File: src/rtl/shreg_pkg.sv
package shreg_pkg;

  typedef enum logic [2:0] {
    MODE_KEEP = 3'd0,
    MODE_LOAD = 3'd1,
    MODE_LSL  = 3'd2,
    MODE_LSR  = 3'd3,
    MODE_ROTL = 3'd4,
    MODE_ROTR = 3'd5,
    MODE_ASL  = 3'd6,
    MODE_ASR  = 3'd7
  } mode_e;

  function automatic logic is_up_move(mode_e m);
    return (m == MODE_LSL) || (m == MODE_ROTL) || (m == MODE_ASL);
  endfunction

  function automatic logic is_down_move(mode_e m);
    return (m == MODE_LSR) || (m == MODE_ROTR) || (m == MODE_ASR);
  endfunction

endpackage

File: src/rtl/shreg_rst_sync.sv
module shreg_rst_sync #(
  parameter int STAGES = 2
) (
  input  logic clk,
  input  logic rst_n,
  output logic rst_sync_n
);

  logic [STAGES-1:0] chain_q;
  logic [STAGES-1:0] chain_d;

  always_comb begin
    chain_d = {chain_q[STAGES-2:0], 1'b1};
  end

  always_ff @(posedge clk or negedge rst_n) begin
    if (!rst_n) begin
      chain_q <= '0;
    end else begin
      chain_q <= chain_d;
    end
  end

  assign rst_sync_n = chain_q[STAGES-1];

endmodule

File: src/rtl/shreg_fill_sel.sv
module shreg_fill_sel
  import shreg_pkg::*;
#(
  parameter int WIDTH = 8
) (
  input  mode_e             mode,
  input  logic [WIDTH-1:0]  q,
  output logic              fill_lsb,
  output logic              fill_msb
);

  localparam int TOP = WIDTH - 1;

  // Bit entering position 0 on an upward move.
  always_comb begin
    unique case (mode)
      MODE_ROTL: fill_lsb = q[TOP];
      default:   fill_lsb = 1'b0;
    endcase
  end

  // Bit entering the top position on a downward move.
  always_comb begin
    unique case (mode)
      MODE_ROTR: fill_msb = q[0];
      MODE_ASR:  fill_msb = q[TOP];
      default:   fill_msb = 1'b0;
    endcase
  end

endmodule

File: src/rtl/shreg_next_state.sv
module shreg_next_state
  import shreg_pkg::*;
#(
  parameter int WIDTH = 8
) (
  input  mode_e             mode,
  input  logic [WIDTH-1:0]  q,
  input  logic [WIDTH-1:0]  din,
  input  logic              fill_lsb,
  input  logic              fill_msb,
  output logic [WIDTH-1:0]  q_nxt,
  output logic              q_en
);

  localparam int TOP = WIDTH - 1;

  logic up_move;
  logic down_move;

  always_comb begin
    up_move   = is_up_move(mode);
    down_move = is_down_move(mode);
    q_en      = (mode != MODE_KEEP);
  end

  for (genvar i = 0; i < WIDTH; i++) begin : g_bit
    logic from_below;
    logic from_above;

    if (i == 0) begin : g_lsb
      assign from_below = fill_lsb;
    end else begin : g_mid_lo
      assign from_below = q[i-1];
    end

    if (i == TOP) begin : g_msb
      assign from_above = fill_msb;
    end else begin : g_mid_hi
      assign from_above = q[i+1];
    end

    always_comb begin
      if (mode == MODE_LOAD) begin
        q_nxt[i] = din[i];
      end else if (up_move) begin
        q_nxt[i] = from_below;
      end else if (down_move) begin
        q_nxt[i] = from_above;
      end else begin
        q_nxt[i] = q[i];
      end
    end
  end

endmodule

File: src/rtl/shreg_unit.sv
module shreg_unit
  import shreg_pkg::*;
#(
  parameter int WIDTH       = 8,
  parameter int SYNC_STAGES = 2
) (
  input  logic              clk,
  input  logic              rst_n,
  input  logic [2:0]        mode,
  input  logic [WIDTH-1:0]  din,
  output logic [WIDTH-1:0]  q,
  output logic              ovf
);

  localparam int TOP = WIDTH - 1;

  mode_e             mode_dec;
  logic              rst_sync_n;
  logic              fill_lsb;
  logic              fill_msb;
  logic [WIDTH-1:0]  q_nxt;
  logic              q_en;
  logic              ovf_nxt;
  logic [WIDTH-1:0]  q_r;
  logic              ovf_r;

  assign mode_dec = mode_e'(mode);

  shreg_rst_sync #(
    .STAGES(SYNC_STAGES)
  ) u_rst_sync (
    .clk       (clk),
    .rst_n     (rst_n),
    .rst_sync_n(rst_sync_n)
  );

  shreg_fill_sel #(
    .WIDTH(WIDTH)
  ) u_fill (
    .mode    (mode_dec),
    .q       (q_r),
    .fill_lsb(fill_lsb),
    .fill_msb(fill_msb)
  );

  shreg_next_state #(
    .WIDTH(WIDTH)
  ) u_next (
    .mode    (mode_dec),
    .q       (q_r),
    .din     (din),
    .fill_lsb(fill_lsb),
    .fill_msb(fill_msb),
    .q_nxt   (q_nxt),
    .q_en    (q_en)
  );

  // Sign change on a signed upward move: top two bits disagree beforehand.
  always_comb begin
    if (mode_dec == MODE_ASL) begin
      ovf_nxt = q_r[TOP] ^ q_r[TOP-1];
    end else begin
      ovf_nxt = 1'b0;
    end
  end

  always_ff @(posedge clk or negedge rst_sync_n) begin
    if (!rst_sync_n) begin
      q_r <= '0;
    end else if (q_en) begin
      q_r <= q_nxt;
    end
  end

  always_ff @(posedge clk or negedge rst_sync_n) begin
    if (!rst_sync_n) begin
      ovf_r <= 1'b0;
    end else begin
      ovf_r <= ovf_nxt;
    end
  end

  assign q   = q_r;
  assign ovf = ovf_r;

endmodule

File: config.mk
export PLATFORM = sky130hd
export DESIGN_NAME = shreg_unit
export DESIGN_NICKNAME = d
export VERILOG_FILES = /design/src/rtl/shreg_pkg.sv /design/src/rtl/shreg_rst_sync.sv /design/src/rtl/shreg_fill_sel.sv /design/src/rtl/shreg_next_state.sv /design/src/rtl/shreg_unit.sv
export SDC_FILE = /design/constraint.sdc
export NUM_CORES = 1
export LEC_CHECK = 0
export BUFFER_PORTS_ARGS = -buffer_cell sky130_fd_sc_hd__buf_2
export CELL_PAD_IN_SITES_DETAIL_PLACEMENT = 1
export CELL_PAD_IN_SITES_GLOBAL_PLACEMENT = 1
export CORE_UTILIZATION = 32
export CTS_BUF_LIST = sky130_fd_sc_hd__clkbuf_16
export CTS_CLUSTER_SIZE = 16
export DETAILED_ROUTE_END_ITERATION = 8
export PLACE_DENSITY = 0.73
export RECOVER_POWER = 100
export SYNTH_ARGS = -nofsm -noshare
export SYNTH_HDL_FRONTEND = slang
export SYNTH_SLANG_ARGS = --single-unit
File: constraint.sdc
create_clock -name clk -period 0.8 [get_ports clk]
set_input_delay 0.16 -clock clk [delete_from_list [all_inputs] [get_ports clk]]
set_output_delay 0.16 -clock clk [all_outputs]
set_load 0.02 [all_outputs]
==> results summary, run 1 <==
The clock insertion delay at the later pin of the skew report is 0.24 ns. Traced cell by cell, the critical path runs through buf_6, buf_6. The average size of a mapped cell is 16.0 um^2. The die boundary width came out at roughly 43 um. The initial antenna violation count came out at 0. The final number of hold-violating endpoints came out at 0. The cell with the largest stage delay on the worst path is dfrtp_1. The worst setup timing slack at the placement stage came out at -0.438 ns. The clock edge transition at the registers on the reported setup and hold paths came out at roughly 0.040 ns.

The maximum buffer depth of the clock tree is 2. The number of buffers inserted by port buffering is 21. The cell area after synthesis came out at ~540 um^2. The post-route antenna net violation count is 0.

The fraction of the cycle the final worst path needs came out at 131%. The number of nets in the finished design came out at slightly above 80. The CTS root buffer is clkbuf_16. The clock tree from TritonCTS is done.

Across all register-to-register paths, the minimum setup slack is -0.23 ns. Max-cap violations in this run came to 0. The reg-to-reg endpoint is q[0]$_DFFE_PN0P_. The final RePlAce weighted congestion is 0.650. The via count of the first global-routing pass came to 471.

The worst clock skew came out at between 0.001 and 0.0015 ns. The worst endpoint data arrival time came out at 0.89 ns. The slack of the critical path is -0.247 ns.

The path class of the tightest hold or removal check is reg2async. The first global-routing pass estimated roughly 2300 um of wire. The finished layout holds 83 standard cells, fillers aside. The share of synthesized area occupied by flip-flops and latches came out at 50.6%. The number of library cell types mapped by synthesis came out at 17. The highest cell delay on the worst timing path is roughly 0.4 ns. The initial detailed-routing violation count came out at 0. The effective utilization at floorplan is about a third.

The filler cells instantiated in the layout total 160. Across all layers, the routed design uses 418 vias. The most numerous cell type found on the critical path is buf_6. The post-synthesis net count is between 40 and 50. The repair_antennas step left the layout with diodes totalling 0. Along the worst path, the maximum fanout reaches 3. The maximum clock frequency is about 950 MHz. The register bit total from synthesis is 11.

The area overhead of the layout relative to synthesis came out at 64.1%. From bottom edge to top edge, the die measures between 40 and 50 um. VDD sags by at most 0.00172 V. The yosys synthesis warning count came out at 0. The worst register-to-register path begins at q[7]$_DFFE_PN0P_.

Wires add up to 1320 um. Entering global routing, the biggest net connects 10 pins. The data required time of the critical path is approximately 0.64 ns. The cell count after synthesis came out at 34.

The final setup TNS is -3.25 ns. The number of failing setup endpoints in the final timing report is 18. The post-detailed-placement half-perimeter wirelength is 907 um. The routed via count divided by cell count is about 5.0. Setup repair after global routing could not meet its margin everywhere. The routed length per instance is 15.9 um.

Counting I/O delays and the setup requirement, the final critical path takes ~1.0 ns. For this design the ratio of total power to cell area is 2990 nW/um^2. For this design, the sink count on the clock tree is 11.

The total clock buffers created by CTS is 3. STA classifies the critical path startpoint as a flip-flop. The fraction of layout cells with a size suffix above 1 came out at 71.6%. The final count of pins violating max slew is 0. The I/O pin total is 22. The final reports fail on setup timing. Once placement completed, the tool counted placed cells totaling 77.

The H-tree depth reported by CTS came out at 1. The depth of the worst register-to-register path is 4. Global routing finished with a remaining overflow of 0. By startpoint and endpoint, the worst setup path is classified as reg2out. The number of core rows is 14. Measured on the finished design, the core utilization comes to between 50 and 60%.

Summed over all cells, the static leakage comes to between 0.4 and 0.5 nW. The core region is 1540 um^2. The die covers 1870 um^2.

The overall fraction of global-route tracks in use is ~18%. The number of iterations in the first detailed-routing pass is 1. The remaining design rule violation count came out at 0. The flow ran to the end, but the final reports show violations. The worst setup path is captured at a primary output.

The total power came out at 2.67 mW.
[stage by stage]
step	hold WS, ns	instance area (um^2)
floorplan	-0.136	556
global placement	-0.0544	721
detailed placement	-0.0515	721
CTS	0.177	892
global route	0.188	893
finish	0.161	893
[Yosys cell counts]
| cell type | n | area, um^2 |
|---|---|---|
| dfrtp_1 | 11 | 275 |
| mux4_2 | 4 | 90.1 |
| nand2_1 | 3 | 11.3 |
| mux2i_1 | 2 | 20.0 |
| mux4_1 | 2 | 52.6 |
| buf_2 | 1 | 5.00 |
| buf_4 | 1 | 7.51 |
| conb_1 | 1 | 3.75 |
| mux2_2 | 1 | 11.3 |
| nand3_1 | 1 | 5.00 |
| nand4bb_1 | 1 | 11.3 |
| nor2_4 | 1 | 11.3 |
| nor3_1 | 1 | 5.00 |
| o211ai_1 | 1 | 7.51 |
| o21a_1 | 1 | 7.51 |
| o32a_2 | 1 | 11.3 |
| xnor2_1 | 1 | 8.76 |
[worst max path at each step]
stage / start / end / slack [ns] / cells past startpoint
detailed placement: mode[2] / q[3]$_DFFE_PN0P_ / -0.44 / 3
floorplan: mode[2] / q[1]$_DFFE_PN0P_ / -0.34 / 3
finish: q[1]$_DFFE_PN0P_ / q[1] / -0.25 / 2
global route: q[7]$_DFFE_PN0P_ / q[0]$_DFFE_PN0P_ / -0.27 / 4
CTS: q[1]$_DFFE_PN0P_ / q[1] / -0.25 / 2
global placement: mode[2] / q[2]$_DFFE_PN0P_ / -0.41 / 3
[where the power goes]
| part | switching, mW | internal, mW |
|---|---|---|
| combinational | 0.348 | 0.563 |
| clock | 0.250 | 0.656 |
| sequential | 0.160 | 0.691 |
| total | 0.757 | 1.91 |
[metal layers]
metal | up-vias | global-route usage [%] | wire (um)
met4 | 0 | 9.09 | 28
met1 | 201 | 22.0 | 552
met5 | - | 0 | 0
met2 | 15 | 27.8 | 669
met3 | 5 | 8.09 | 70
li1 | 197 | - | -
[state kept, by name, summed over array words and instances, names as in the netlist]
signal and count:
u_rst_sync.chain_q 2, q 8, ovf 1
[cell families after synthesis]
logic type	count (synthesis)	synth area share, %
flops	11	50.6
mux	9	32.0
simple gates	7	8.04
compound gates	3	4.83
buf+inv	2	2.30
xor+xnor	1	1.61
other cells	1	0.689
[worst max-delay path: cells and delay by family, from the launching register on]
family | cells | cell delay, ns
flip-flops | 1 | 0.40
buffers and inverters | 2 | 0.25
[area by class of cell]
cell class                 instances  area (um^2)  area share, %
multi-input combinational         21          267           29.8
clock buffer                       3         75.1           8.40
tap                               16         20.0           2.24
timing repair buffer              31          249           27.9
clock inverter                     1         3.75          0.420
sequential                        11          279           31.2
[cells in the final DEF (no fill, tap or decap), types with 2 or more instances in the layout]
master     count
mux4_2         6
dfrtp_1        8
buf_6         12
mux2i_1        2
clkbuf_16      3
nand2_2        2
buf_4          6
buf_2         11
dfrtp_2        3
[repair_timing]
item | CTS | global route
pin swaps | 3 | 2
buffers inserted | 1 | 0
setup endpoints to repair | 18 | 18
gates resized for setup | 26 | 1
hold buffers | 1 | 0
hold endpoints to repair | 2 | 0
Power figures use the tool's default switching activity.
==> inputs of run 2 (changes only) <==
--- a/config.mk
+++ b/config.mk
@@ -8,11 +8,11 @@
 export BUFFER_PORTS_ARGS = -buffer_cell sky130_fd_sc_hd__buf_2
 export CELL_PAD_IN_SITES_DETAIL_PLACEMENT = 1
 export CELL_PAD_IN_SITES_GLOBAL_PLACEMENT = 1
-export CORE_UTILIZATION = 32
-export CTS_BUF_LIST = sky130_fd_sc_hd__clkbuf_16
+export CORE_UTILIZATION = 34
+export CTS_BUF_LIST = sky130_fd_sc_hd__clkbuf_4 sky130_fd_sc_hd__clkbuf_8
 export CTS_CLUSTER_SIZE = 16
 export DETAILED_ROUTE_END_ITERATION = 8
-export PLACE_DENSITY = 0.73
+export PLACE_DENSITY = 0.77
 export RECOVER_POWER = 100
 export SYNTH_ARGS = -nofsm -noshare
 export SYNTH_HDL_FRONTEND = slang
==> run 2 against run 1 <==
The flow still finishes with violations (setup timing). Power shrank 19%. Global-route usage is 0.34 points lower. Clock-buffer cell count up 1. Die area decreased by 5.6%. Cell count grew 1.2%. Largest power group unchanged.
==> results summary, run 2 (same netlist as run 1, synthesis figures left out) <==
The post-detailed-placement half-perimeter wirelength is 1010 um (was 907 um). The final count of pins violating max slew was 0 (unchanged). The reported max-cap violation count is 0 (unchanged). The path type of the worst setup path is reg2out (unchanged). The data required time of the critical path was 0.64 ns (about the same). The total clock buffers created by CTS came out at 3 (unchanged). The maximum number of pins on one net before global-route repair is 10 (unchanged). The full die area came to 1760 um^2 (was 1870 um^2). The initial detailed-routing violation count is 3 (was 0). The cell leakage power is 0.390 nW (was 0.408 nW).

The number of iterations in the first detailed-routing pass is 4 (was 1). The maximum fanout along the worst path is 4 (was 3). The routed length per instance came out at 16.5 um (was 15.9 um). The overall fraction of global-route tracks in use is 18.0% (was 18.4%). The final number of hold-violating endpoints came out at 0 (unchanged).

The startpoint type of the worst setup path is a flip-flop (unchanged). The remaining design rule violation count came to 0 (unchanged). The area overhead of the layout relative to synthesis is 55.9% (was 64.1%). The clock edge transition at the registers on the reported setup and hold paths is 0.07 ns (was 0.04 ns).

Outcome: finished with violations (unchanged). The total overflow reported by the global router came out at 0 (unchanged). The clock insertion delay at the later pin of the skew report is 0.26 ns (was 0.24 ns). The total power was 2.17 mW (was 2.67 mW).

The type of element capturing the critical path is a primary output (unchanged). The clock sink total was 11 (unchanged). The number of failing setup endpoints in the final timing report came out at 18 (unchanged).

The maximum buffer depth of the clock tree came out at 2 (unchanged). The overall via count from detail_route came out at 433 (was 418). The post-route antenna net violation count is 0 (unchanged).

The portion of total power attributed to sequential cells is 39.3% (was 31.9%). The power density relative to cell area is 2560 nW/um^2 (was 2990 nW/um^2). The worst endpoint data arrival time came out at 0.94 ns (was 0.89 ns). The final RePlAce weighted congestion was 0.760 (was 0.650).

The number of nets in the finished design is 82 (was 81). The worst IR drop on VDD is 0.00121 V (was 0.00172 V). The slack of the critical path is -0.298 ns (was -0.247 ns). The first-pass GRT wire length came out at 2240 um (was 2290 um).

The internal power summed over all cells was 1.47 mW (was 1.91 mW). The H-tree depth reported by CTS was 1 (unchanged). The routed via count divided by cell count is 5.15 (was 5.04).

The clock power share is 18.8% (was 34.0%). The effective utilization at floorplan came to 36.1% (was 35.3%). The fraction of layout cells with a size suffix above 1 came to 72.1% (was 71.6%). The fraction of power spent switching nets came out at 32.2% (was 28.4%). The flip-flop count of the largest register, all copies and words added is 8 (unchanged). The total wire length is 1390 um (was 1320 um). Setup repair after global routing missed its margin: true (unchanged). The number of buffers inserted by port buffering is 21 (unchanged). The number of antenna cells inserted was 0 (unchanged). Violated checks: setup timing (unchanged). The power share of the combinational group is 41.9% (was 34.1%). Most frequent cells in the layout: buf_2 (11), buf_6 (11), dfrtp_1 (8), buf_4 (8), mux4_2 (6) (was buf_6 (12), buf_2 (11), dfrtp_1 (8)).

The total core area came out at 1510 um^2 (was 1540 um^2). The initial antenna violation count came out at 0 (unchanged). The die outline height is 42.0 um (was 43.2 um). The classification of the worst-slack hold path was reg2async (unchanged).

The maximum clock frequency is 911 MHz (was 955 MHz). The flop-to-flop setup slack is -0.26 ns (was -0.23 ns). The I/O pin total came out at 22 (unchanged). The final cell utilization of the core is 56.3% (was 58.0%). The final critical path time including I/O delays and setup came out at 1.10 ns (was 1.05 ns). The via count of the first global-routing pass came to 467 (was 471).

The CTS root buffer is clkbuf_4 (was clkbuf_16). The net load switching power is 0.698 mW (was 0.757 mW). The clock tree from TritonCTS is done (unchanged).

The die boundary width came to 42.0 um (was 43.2 um). The final setup TNS is -3.95 ns (was -3.25 ns). The worst clock skew is 0.00222 ns (was 0.00105 ns). The fraction of the cycle the final worst path needs was 137% (was 131%).

The number of core rows came to 14 (unchanged).
==> run 2: changes by cell type in the layout (fill, tap and decap cells not counted), sizes merged <==
| cell | change |
|---|---|
| buf | +1 |
| clkbuf | +1 |
| inv | -1 |
==> run 2: cell type report <==
type,instances,area [um^2]
flip-flops and latches,11,279
repair buffers,32,253
multi-input cells,21,267
well taps,16,20.0
clock buffers,4,30.0
fillers,164,658
==> run 2: through the flow <==
step	cells	area (um^2)	hold slack, ns	worst slack [ns]
after global placement	78	728	-0.0550	-0.370
final	84	848	0.153	-0.298
after floorplan	34	556	-0.136	-0.340
after CTS	83	830	0.163	-0.312
after global routing	84	848	0.165	-0.330
after detailed placement	78	728	-0.0526	-0.406
==> run 2: power groups by stage <==
stage	combinational [mW]	sequential, mW	clock, mW
floorplan	0.263	0.954	0
global placement	0.678	0.821	0
detailed placement	0.692	0.837	0
CTS	0.869	0.855	0.424
global route	0.956	0.875	0.449
finish	0.909	0.853	0.407
==> run 2: worst max-delay path, stage by stage (launching register included) <==
cell,delay (ns)
dfrtp_2,0.43
buf_6,0.12
buf_6,0.12
==> run 2: final timing paths <==
path / start / cells past startpoint / end
max in group asynchronous: u_rst_sync.chain_q[1]$_DFF_PN0_ / 0 / q[6]$_DFFE_PN0P_
worst min register to register: u_rst_sync.chain_q[1]$_DFF_PN0_ / 0 / q[7]$_DFFE_PN0P_
worst max register to register: q[7]$_DFFE_PN0P_ / 4 / ovf$_DFF_PN0_
worst max-delay path: q[7]$_DFFE_PN0P_ / 2 / q[7]
min in group clk: din[0] / 3 / q[0]$_DFFE_PN0P_
worst min-delay path: u_rst_sync.chain_q[1]$_DFF_PN0_ / 0 / q[7]$_DFFE_PN0P_
==> run 2: what timing repair did <==
item                       in CTS  in global routing
setup endpoints to repair      18                 18
hold endpoints to repair        2                  0
setup buffers                   0                  1
gates resized for setup        23                  2
hold buffers                    1                  0
pin swaps                       1                  1
==> run 2: per-layer routing <==
| layer | track usage (%) | vias to the layer above | part of all wire (%) |
|---|---|---|---|
| li1 | - | 198 | - |
| met1 | 24.6 | 226 | 43 |
| met2 | 26.9 | 9 | 54 |
| met3 | 5.60 | 0 | 3.2 |
| met4 | 7.50 | 0 | 0 |
| met5 | 0 | - | 0 |
